`src/rtl/sram_ctrl_pkg.sv`:
```
`timescale 1ns/1ps
package sram_ctrl_pkg;

  typedef enum logic [2:0] {
    ST_IDLE   = 3'd0,
    ST_RD     = 3'd1,
    ST_TURN   = 3'd2,
    ST_WSET   = 3'd3,
    ST_WPULSE = 3'd4,
    ST_WHOLD  = 3'd5
  } ctl_state_t;

  function automatic int imax(input int a, input int b);
    return (a > b) ? a : b;
  endfunction

  // nanoseconds to whole clock cycles, rounded up, never below one
  function automatic int cycles_for(input int ns, input int clk_ns);
    int c;
    c = (ns + clk_ns - 1) / clk_ns;
    return imax(c, 1);
  endfunction

  // strobe must satisfy both its own width and the data setup
  function automatic int strobe_cycles(input int pulse_ns, input int setup_ns, input int clk_ns);
    return imax(cycles_for(pulse_ns, clk_ns), cycles_for(setup_ns, clk_ns));
  endfunction

  // cycles after the strobe rises: at least one, more if the write cycle needs it
  function automatic int hold_cycles(input int wc_ns, input int clk_ns, input int strobe);
    return imax(1, cycles_for(wc_ns, clk_ns) - 1 - strobe);
  endfunction

endpackage

```
`src/rtl/sram_ctrl_fsm.sv`:
```
`timescale 1ns/1ps
module sram_ctrl_fsm
  import sram_ctrl_pkg::*;
#(
  parameter int LANES    = 2,
  parameter int RD_CYC   = 2,
  parameter int WE_CYC   = 1,
  parameter int HOLD_CYC = 1,
  parameter int TURN_CYC = 1
) (
  input  logic             clk,
  input  logic             rst_n,
  input  logic             req_valid,
  input  logic             req_write,
  input  logic [LANES-1:0] req_be,
  output logic             req_ready,
  output logic             ev_accept,
  output logic             ev_rd_last,
  output ctl_state_t       state_d
);

  localparam int MAXC = imax(imax(RD_CYC, WE_CYC), imax(HOLD_CYC, TURN_CYC));
  localparam int CW   = $clog2(MAXC + 1);

  ctl_state_t    state_q;
  logic [CW-1:0] cnt_q, cnt_d;
  logic          cnt_zero;

  assign cnt_zero   = (cnt_q == '0);
  assign req_ready  = (state_q == ST_IDLE);
  assign ev_accept  = req_valid && req_ready;
  assign ev_rd_last = (state_q == ST_RD) && cnt_zero;

  always_comb begin
    state_d = state_q;
    cnt_d   = cnt_zero ? '0 : cnt_q - 1'b1;
    case (state_q)
      ST_IDLE: begin
        if (req_valid) begin
          if (!req_write) begin
            state_d = ST_RD;
            cnt_d   = CW'(RD_CYC - 1);
          end else if (|req_be) begin
            state_d = ST_WSET;
            cnt_d   = '0;
          end
        end
      end
      ST_RD: begin
        if (cnt_zero) begin
          state_d = ST_TURN;
          cnt_d   = CW'(TURN_CYC - 1);
        end
      end
      ST_TURN:   if (cnt_zero) state_d = ST_IDLE;
      ST_WSET: begin
        state_d = ST_WPULSE;
        cnt_d   = CW'(WE_CYC - 1);
      end
      ST_WPULSE: begin
        if (cnt_zero) begin
          state_d = ST_WHOLD;
          cnt_d   = CW'(HOLD_CYC - 1);
        end
      end
      ST_WHOLD:  if (cnt_zero) state_d = ST_IDLE;
      default:   state_d = ST_IDLE;
    endcase
  end

  always_ff @(posedge clk or negedge rst_n) begin
    if (!rst_n) begin
      state_q <= ST_IDLE;
      cnt_q   <= '0;
    end else begin
      state_q <= state_d;
      cnt_q   <= cnt_d;
    end
  end

  // a request that opens a memory cycle closes the handshake next cycle
  assert_ready_drops_R2: assert property (@(posedge clk) disable iff (!rst_n)
    ev_accept && (!req_write || (|req_be)) |=> !req_ready);

  // after the last read cycle the controller stays busy for the turnaround
  assert_turn_busy_R8: assert property (@(posedge clk) disable iff (!rst_n)
    ev_rd_last |=> !req_ready);

endmodule

```
`src/rtl/sram_ctrl_pins.sv`:
```
`timescale 1ns/1ps
module sram_ctrl_pins
  import sram_ctrl_pkg::*;
#(
  parameter int ADDR_W = 16,
  parameter int DATA_W = 16,
  parameter int LANES  = 2,
  parameter int WE_CYC = 1
) (
  input  logic              clk,
  input  logic              rst_n,
  input  logic              ev_accept,
  input  logic              req_write,
  input  logic [ADDR_W-1:0] req_addr,
  input  logic [DATA_W-1:0] req_wdata,
  input  logic [LANES-1:0]  req_be,
  input  ctl_state_t        state_d,
  output logic [LANES-1:0]  be_q,
  output logic [ADDR_W-1:0] mem_addr,
  output logic              mem_ce_n,
  output logic              mem_oe_n,
  output logic              mem_we_n,
  output logic [LANES-1:0]  mem_lane_n,
  output logic [DATA_W-1:0] mem_dq_out,
  output logic              mem_dq_oe
);

  localparam int RW = $clog2(WE_CYC + 2);

  logic             busy_d, drive_d;
  logic [LANES-1:0] be_sel, lane_on_d;

  assign busy_d  = (state_d == ST_RD) || (state_d == ST_WSET) ||
                   (state_d == ST_WPULSE) || (state_d == ST_WHOLD);
  assign drive_d = (state_d == ST_WSET) || (state_d == ST_WPULSE) ||
                   (state_d == ST_WHOLD);
  assign be_sel  = ev_accept ? req_be : be_q;

  for (genvar gl = 0; gl < LANES; gl++) begin : g_lane
    assign lane_on_d[gl] = busy_d && be_sel[gl];
  end

  // every pin comes straight from a flop: no decode glitches reach the memory
  always_ff @(posedge clk or negedge rst_n) begin
    if (!rst_n) begin
      be_q       <= '0;
      mem_addr   <= '0;
      mem_dq_out <= '0;
      mem_ce_n   <= 1'b1;
      mem_oe_n   <= 1'b1;
      mem_we_n   <= 1'b1;
      mem_lane_n <= '1;
      mem_dq_oe  <= 1'b0;
    end else begin
      if (ev_accept) begin
        be_q       <= req_be;
        mem_addr   <= req_addr;
        mem_dq_out <= req_wdata;
      end
      mem_ce_n   <= !busy_d;
      mem_oe_n   <= (state_d != ST_RD);
      mem_we_n   <= (state_d != ST_WPULSE);
      mem_lane_n <= ~lane_on_d;
      mem_dq_oe  <= drive_d;
    end
  end

  // run length of the write strobe, observed by the width check only
  logic [RW-1:0] we_run;
  always_ff @(posedge clk or negedge rst_n) begin
    if (!rst_n)         we_run <= '0;
    else if (!mem_we_n) we_run <= we_run + 1'b1;
    else                we_run <= '0;
  end

  assert_reset_pins_R1: assert property (@(posedge clk)
    !rst_n |=> mem_ce_n && mem_oe_n && mem_we_n && (mem_lane_n == '1) && !mem_dq_oe);

  assert_lanes_follow_request_R4: assert property (@(posedge clk) disable iff (!rst_n)
    !mem_ce_n |-> (mem_lane_n == ~be_q));

  assert_strobe_qualified_R5: assert property (@(posedge clk) disable iff (!rst_n)
    !mem_we_n |-> !mem_ce_n && (mem_lane_n != '1) && mem_dq_oe);

  assert_strobe_width_R5: assert property (@(posedge clk) disable iff (!rst_n)
    $rose(mem_we_n) |-> (we_run == RW'(WE_CYC)));

  assert_setup_before_strobe_R6: assert property (@(posedge clk) disable iff (!rst_n)
    $fell(mem_we_n) |-> $past(mem_dq_oe) && !$past(mem_ce_n));

  assert_hold_after_strobe_R6: assert property (@(posedge clk) disable iff (!rst_n)
    $rose(mem_we_n) |-> mem_dq_oe && !mem_ce_n);

  assert_steady_under_strobe_R6: assert property (@(posedge clk) disable iff (!rst_n)
    !mem_we_n |=> $stable(mem_addr) && $stable(mem_dq_out) && $stable(mem_lane_n));

  assert_empty_write_idle_R7: assert property (@(posedge clk) disable iff (!rst_n)
    ev_accept && req_write && !(|req_be) |=> mem_ce_n && mem_we_n);

  assert_no_drive_in_read_R8: assert property (@(posedge clk) disable iff (!rst_n)
    mem_dq_oe |-> mem_oe_n);

  assert_gap_after_read_R8: assert property (@(posedge clk) disable iff (!rst_n)
    !mem_oe_n |=> !mem_dq_oe);

endmodule

```
`src/rtl/sram_ctrl_rdcap.sv`:
```
`timescale 1ns/1ps
module sram_ctrl_rdcap #(
  parameter int DATA_W = 16,
  parameter int LANES  = 2,
  parameter int RD_CYC = 2
) (
  input  logic              clk,
  input  logic              rst_n,
  input  logic              ev_rd_last,
  input  logic [LANES-1:0]  be_q,
  input  logic [DATA_W-1:0] mem_dq_in,
  input  logic              mem_oe_n,
  output logic              rsp_valid,
  output logic [DATA_W-1:0] rsp_rdata
);

  localparam int RW = $clog2(RD_CYC + 2);

  logic [DATA_W-1:0] cap_d;

  for (genvar gl = 0; gl < LANES; gl++) begin : g_mask
    assign cap_d[gl*8 +: 8] = be_q[gl] ? mem_dq_in[gl*8 +: 8] : 8'h00;
  end

  always_ff @(posedge clk or negedge rst_n) begin
    if (!rst_n) begin
      rsp_valid <= 1'b0;
      rsp_rdata <= '0;
    end else begin
      rsp_valid <= ev_rd_last;
      if (ev_rd_last) rsp_rdata <= cap_d;
    end
  end

  // length of the output-enable window, observed by the checks only
  logic [RW-1:0] oe_run;
  always_ff @(posedge clk or negedge rst_n) begin
    if (!rst_n)         oe_run <= '0;
    else if (!mem_oe_n) oe_run <= oe_run + 1'b1;
    else                oe_run <= '0;
  end

  assert_read_window_R3: assert property (@(posedge clk) disable iff (!rst_n)
    $rose(mem_oe_n) |-> (oe_run == RW'(RD_CYC)) && rsp_valid);

  assert_rsp_single_R3: assert property (@(posedge clk) disable iff (!rst_n)
    rsp_valid |=> !rsp_valid);

endmodule

```
`src/rtl/sram_ctrl.sv`:
```
`timescale 1ns/1ps
module sram_ctrl
  import sram_ctrl_pkg::*;
#(
  parameter int ADDR_W        = 16,
  parameter int DATA_W        = 16,
  parameter int CLK_NS        = 8,
  parameter int RD_ACCESS_NS  = 10,
  parameter int WE_PULSE_NS   = 8,
  parameter int DATA_SETUP_NS = 6,
  parameter int WR_CYCLE_NS   = 10,
  parameter int TURN_CYC      = 1
) (
  input  logic                  clk,
  input  logic                  rst_n,
  input  logic                  req_valid,
  output logic                  req_ready,
  input  logic                  req_write,
  input  logic [ADDR_W-1:0]     req_addr,
  input  logic [DATA_W-1:0]     req_wdata,
  input  logic [DATA_W/8-1:0]   req_be,
  output logic                  rsp_valid,
  output logic [DATA_W-1:0]     rsp_rdata,
  output logic [ADDR_W-1:0]     mem_addr,
  output logic                  mem_ce_n,
  output logic                  mem_oe_n,
  output logic                  mem_we_n,
  output logic [DATA_W/8-1:0]   mem_lane_n,
  output logic [DATA_W-1:0]     mem_dq_out,
  input  logic [DATA_W-1:0]     mem_dq_in,
  output logic                  mem_dq_oe
);

  localparam int LANES    = DATA_W / 8;
  localparam int RD_CYC   = cycles_for(RD_ACCESS_NS, CLK_NS);
  localparam int WE_CYC   = strobe_cycles(WE_PULSE_NS, DATA_SETUP_NS, CLK_NS);
  localparam int HOLD_CYC = hold_cycles(WR_CYCLE_NS, CLK_NS, WE_CYC);
  localparam int TURN_N   = imax(TURN_CYC, 1);

  logic             ev_accept, ev_rd_last;
  ctl_state_t       state_d;
  logic [LANES-1:0] be_q;

  sram_ctrl_fsm #(
    .LANES(LANES), .RD_CYC(RD_CYC), .WE_CYC(WE_CYC),
    .HOLD_CYC(HOLD_CYC), .TURN_CYC(TURN_N)
  ) u_fsm (
    .clk(clk), .rst_n(rst_n),
    .req_valid(req_valid), .req_write(req_write), .req_be(req_be),
    .req_ready(req_ready), .ev_accept(ev_accept), .ev_rd_last(ev_rd_last),
    .state_d(state_d)
  );

  sram_ctrl_pins #(
    .ADDR_W(ADDR_W), .DATA_W(DATA_W), .LANES(LANES), .WE_CYC(WE_CYC)
  ) u_pins (
    .clk(clk), .rst_n(rst_n),
    .ev_accept(ev_accept), .req_write(req_write), .req_addr(req_addr),
    .req_wdata(req_wdata), .req_be(req_be), .state_d(state_d), .be_q(be_q),
    .mem_addr(mem_addr), .mem_ce_n(mem_ce_n), .mem_oe_n(mem_oe_n),
    .mem_we_n(mem_we_n), .mem_lane_n(mem_lane_n), .mem_dq_out(mem_dq_out),
    .mem_dq_oe(mem_dq_oe)
  );

  sram_ctrl_rdcap #(
    .DATA_W(DATA_W), .LANES(LANES), .RD_CYC(RD_CYC)
  ) u_rdcap (
    .clk(clk), .rst_n(rst_n),
    .ev_rd_last(ev_rd_last), .be_q(be_q), .mem_dq_in(mem_dq_in),
    .mem_oe_n(mem_oe_n), .rsp_valid(rsp_valid), .rsp_rdata(rsp_rdata)
  );

  assert_idle_after_reset_R1: assert property (@(posedge clk)
    !rst_n |=> req_ready && !rsp_valid);

endmodule

```
`config.mk`:
```
export PLATFORM = sky130hd
export DESIGN_NAME = sram_ctrl
export DESIGN_NICKNAME = d
export VERILOG_FILES = /design/src/rtl/sram_ctrl_pkg.sv /design/src/rtl/sram_ctrl_fsm.sv /design/src/rtl/sram_ctrl_pins.sv /design/src/rtl/sram_ctrl_rdcap.sv /design/src/rtl/sram_ctrl.sv
export SDC_FILE = /design/constraint.sdc
export NUM_CORES = 1
export LEC_CHECK = 0
export BUFFER_PORTS_ARGS = -buffer_cell sky130_fd_sc_hd__buf_2
export CAP_MARGIN = 5
export CORE_AREA = 2 2 82 84
export DETAILED_ROUTE_END_ITERATION = 8
export DIE_AREA = 0 0 84 86
export GPL_TIMING_DRIVEN = 0
export PLACE_DENSITY_LB_ADDON = 0.15
export SYNTH_ARGS = -nofsm -noshare
export SYNTH_HDL_FRONTEND = slang
export SYNTH_SLANG_ARGS = --single-unit
```
`constraint.sdc`:
```
create_clock -name clk -period 1.7 [get_ports clk]
set_input_delay 0.085 -clock clk [delete_from_list [all_inputs] [get_ports clk]]
set_output_delay 0.085 -clock clk [all_outputs]
set_load 0.01 [all_outputs]
```
# Yosys cells after proc, flatten, opt, wreduce, memory -nomap -nowiden
# Index checks and enable logic that the tools add are counted.
# word_totals
ff_bits,62
latch_bits,0
mem_bits_rw,0
rom_bits,0
input_bits,54
output_inout_bits,56
word_cells,56
memories,0
# op_classes
addsub,1
n_mul,0
div,0
order_cmp,0
eq_ne,11
shifts,0
n_mux,16
n_bitwise,1
reduce_logical,15
# ops
operator,count
3-bit two-way mux,6
8-bit two-way mux,2
3-bit case mux with 5 select lines,1
"3-bit equality test, second input constant",4
2-bit two-way mux,6
"3-bit by 2-bit equality test with 1-bit output, second input constant",3
"3-bit by 1-bit equality test with 1-bit output, second input constant",2
2-bit case mux with 3 select lines,1
2-bit OR reduction,3
1-bit logical OR,5
1-bit logical AND,4
3-bit logical NOT,1
"3-bit by 1-bit inequality test with 1-bit output, second input constant",1
"3-bit inequality test, second input constant",1
2-bit logical NOT,1
2-bit inverter,1
"2-bit by 1-bit subtractor with 2-bit output, second input constant",1
1-bit logical NOT,1

# Logic depth before layout (Yosys ltp)
# depth
word_depth,11
depth_mapped,5
mapped_depth_nobuf,3

# By module
# Synthesis repeated with hierarchy kept, for this count alone.
# hier_totals
hier_cells,186
area_unflattened_um2,2567.5
# by_module_without_submodules
module,instances,cells_each,area_per_inst_um2,seq_area_each_um2
sram_ctrl_pins,1,86,1620.3,1007.2
sram_ctrl_rdcap,1,70,673.1,425.4
sram_ctrl_fsm,1,30,274.0,125.1

# Worst setup path before layout
# Ideal clock, no wire load.
# synth_timing
path_type,flip-flop to flip-flop
startpoint,register u_fsm.state_q[0]
endpoint,register u_pins.mem_addr[10]
setup_time_ns,0.125
arrival_time_ns,1.485
t_required_ns,1.575
slack_ns,0.090
stages_incl_launch_ff,5
n_path_buf,2
period_less_slack_ns,1.610
path_cell_list,dfrtp_1 > buf_6 > nor4b_4 > buf_6 > mux2_2
# synth_between
elab_chain_cells,2
# synth_rtl
item,line,source
start: declaration,sram_ctrl_fsm.sv:25,ctl_state_t state_q;
start signal: assignment,sram_ctrl_fsm.sv:76,state_q <= state_d;
3-bit logical NOT,sram_ctrl_fsm.sv:30,assign req_ready = (state_q == ST_IDLE);
1-bit logical AND,sram_ctrl_fsm.sv:31,assign ev_accept = req_valid && req_ready;
end signal: assignment,sram_ctrl_pins.sv:57,mem_addr <= req_addr;
end: declaration,sram_ctrl_pins.sv:19,"output logic [ADDR_W-1:0] mem_addr,"
# Every way passes these cells.
# A chain may end at the register's enable or synchronous reset.

# Worst setup path in the final report
# layout_timing
startpoint,register u_fsm.state_q[0]
endpoint,register u_pins.mem_addr[9]
# Same word-level chain as after synthesis.

==> results.cfg <==
[outcome]
outcome = complete, no violations

[synthesis]
synth_area_um2 = 2560
avgSynthCellArea_um2 = 13.13
synth_top_cells_by_area = dfrtp_1 56%, mux2_2 14%, mux2i_1 6.6%
synthDistinctLibCells = 33
yosysWarnings = 0
synth-seq-area-share = 0.6085
synthCells = 195
synth_top_cell_by_area = dfrtp_1
syn-num-nets = 249
ys_ff_latch = 62
synth.top_cell.area_share = 0.5572
synth_common_cells = 57 x dfrtp_1, 32 x mux2_2, 18 x nand2_1
synth_edf_count = 0
ys.flop_type = dfrtp_1
synthArstFlopShare = 1.000
yosysMostFrequentCell = dfrtp_1

[timing]
finalSetupTns_ps = 0
max_slew.worst_pin.slew_ps = 524.1
setup_viol = 0
max_freq_ghz = 0.6241
hold_viol_final = 0
fin_crit_sh = 0.9425
rsz0062_at_grt = false
fin_crit_ps = 1602
maxSlewViolCount = 0
slew_headroom = 0.6506
clock_skew_ps = 6.363

[pwr]
switchingPower_w = 0.002119
leakage_nw = 1.884
p_clk_frac = 0.165
switching_share = 0.3422
p_seq_frac = 0.398
combPwrFrac = 0.437
power.density_nw_per_um2 = 1603
irDropWorstVdd_mv = 0.7956
intPower_w = 0.004074

[worst_setup_path]
end_kind = register
cp-startpoint = u_fsm.state_q[0]
startpoint_type = register
cp_data_arrival_time_ps = 1810
crit_type = reg2reg
required_ps = 1910
crit_fanout = 10
rr_startpoint = u_fsm.state_q[0]

[drt]
post-route-drc-count = 0
drtPass1Iterations = 4
viasPerCell = 4.566
wl_per_cell_um = 13.08
drtAntennaViolNets = 0
totalWireLength_mm = 5.847
initialDrtViolationCount = 66
vias = 2041

[global_route]
grt-ovfl-total = 0
top_usage_layer = met2
use_met1 = 0.2179
globalRouteMet3Util = 0.05294
use_met2 = 0.2705
antenna_found_initial = 0
grt_pass1_wl_mm = 9.604
grt_usage = 0.1690
grt_max_degree = 41
grt_pass1_vias = 2052

[finish]
nets = 420
syn2layout_area_growth_pct = 50.88
final_area_um2 = 3862
drive_gt1_frac = 0.4676
diodes = 0
layout.cells.non_filler = 447

[floorplan]
die_area_um2 = 7224
ios = 110
coreArea_um2 = 6277
die_height_um = 86
initial_core_util = 0.4078
rows = 29
fp.dieW_um = 84

[run]
cap_violations = 0

[clocking]
clk_path_buf_depth = 2
cts_sinks = 62
h-tree-depth = 3
clkSlewWorstSetupHoldPaths_ps = 60
root_buffer = clkbuf_8
cts_buffers = 9
worst_skew_pair.late_latency_ps = 320
cts_tree = done

[min_path]
hold_path_class = in2reg
min_from = mem_dq_in[7]

[placement]
placed_cell_area_um2 = 3222
port_buffers = 109
gp_congestion = 0.7661
dp.cells = 382
post-dp-hpwl_mm = 3.721
## sequential cells by signal, indices dropped and copies added, names as in the netlist, 2 cells and up
register / flops
u_fsm.cnt_q: 2
u_pins.mem_lane_n: 2
u_pins.be_q: 2
u_fsm.state_q: 3
u_pins.mem_dq_out: 16
u_pins.mem_addr: 16
u_rdcap.rsp_rdata: 16
## per-layer routing
layer	up-vias	part of all wire
met3	11	0.058
met2	70	0.48
met4	0	0.017
met1	957	0.45
met5	-	0
li1	1003	-
## power by group through the flow
stage	Combinational, W	Clock [W]	Sequential (W)
2_1_floorplan	0.00131	0	0.00277
3_3_place_gp	0.00254	0	0.00246
4_1_cts	0.00268	0.00107	0.00246
3_5_place_dp	0.00257	0	0.00247
5_1_grt	0.00297	0.00114	0.00255
6_report	0.00271	0.00102	0.00246
## final timing paths
kind / slack [ps] / to / cells past startpoint
max: 100 / u_pins.mem_addr[9] / 5
min: 20 / u_rdcap.rsp_rdata[7] / 3
max reg2reg: 100 / u_pins.mem_addr[9] / 5
min reg2reg: 490 / u_pins.mem_addr[6] / 1
max in group asynchronous: 770 / u_pins.mem_lane_n[0] / 3
min in group asynchronous: 270 / u_pins.mem_addr[12] / 2
## final cells by class
class / instances / area [µm²]
fill: 508 / 2415
sequential: 62 / 1558
timing repair buffer: 160 / 1055
multi-input combinational: 106 / 864.6
clock buffer: 13 / 138.9
tap: 77 / 96.34
buffer: 10 / 76.32
inverter: 17 / 63.81
clock inverter: 2 / 10.01
## placed cells by master, fill, tap and decap left out, types with 2 or more instances in the layout
master	count
a211oi_1	2
buf_1	2
buf_2	110
buf_4	7
buf_6	5
clkbuf_1	5
clkbuf_8	9
clkinv_2	2
dfrtp_1	57
dfstp_2	5
dlygate4sd3_1	44
inv_1	17
mux2_1	2
mux2_2	32
mux2i_1	17
nand2_1	18
nand2b_1	4
nand3_1	2
nor2_1	7
nor3b_1	2
o21ai_0	5
## critical path, stage by stage (launching register included)
cell,delay (ps)
dfrtp_1,390
buf_6,150
nor4b_4,290
buf_6,160
buf_6,150
mux2_2,350
## kinds of logic after synthesis
logic type	share of synthesized area
simple gates	0.08016
mux	0.2160
buf+inv	0.05376
xor+xnor	0.003422
flops	0.6085
compound gates	0.03812
## metrics by stage
step	setup WS [ps]	hold WS, ps	total power [W]	utilization
CTS	1.427	1.170	0.006212	0.6107
floorplan	90.47	-210.6	0.004085	-
global placement	-89.71	309.0	0.004994	0.5101
global route	4.138	1.828	0.006664	0.6153
finish	97.71	17.55	0.006193	0.6153
detailed placement	-114.5	94.00	0.005043	0.5133
## repair_timing
item,CTS,global route
hold buffers,44,0
hold endpoints to repair,63,0
gates resized for setup,0,3
pin swaps,1,0
setup endpoints to repair,30,27
buffers inserted,3,3
Power figures use the tool's default switching activity.
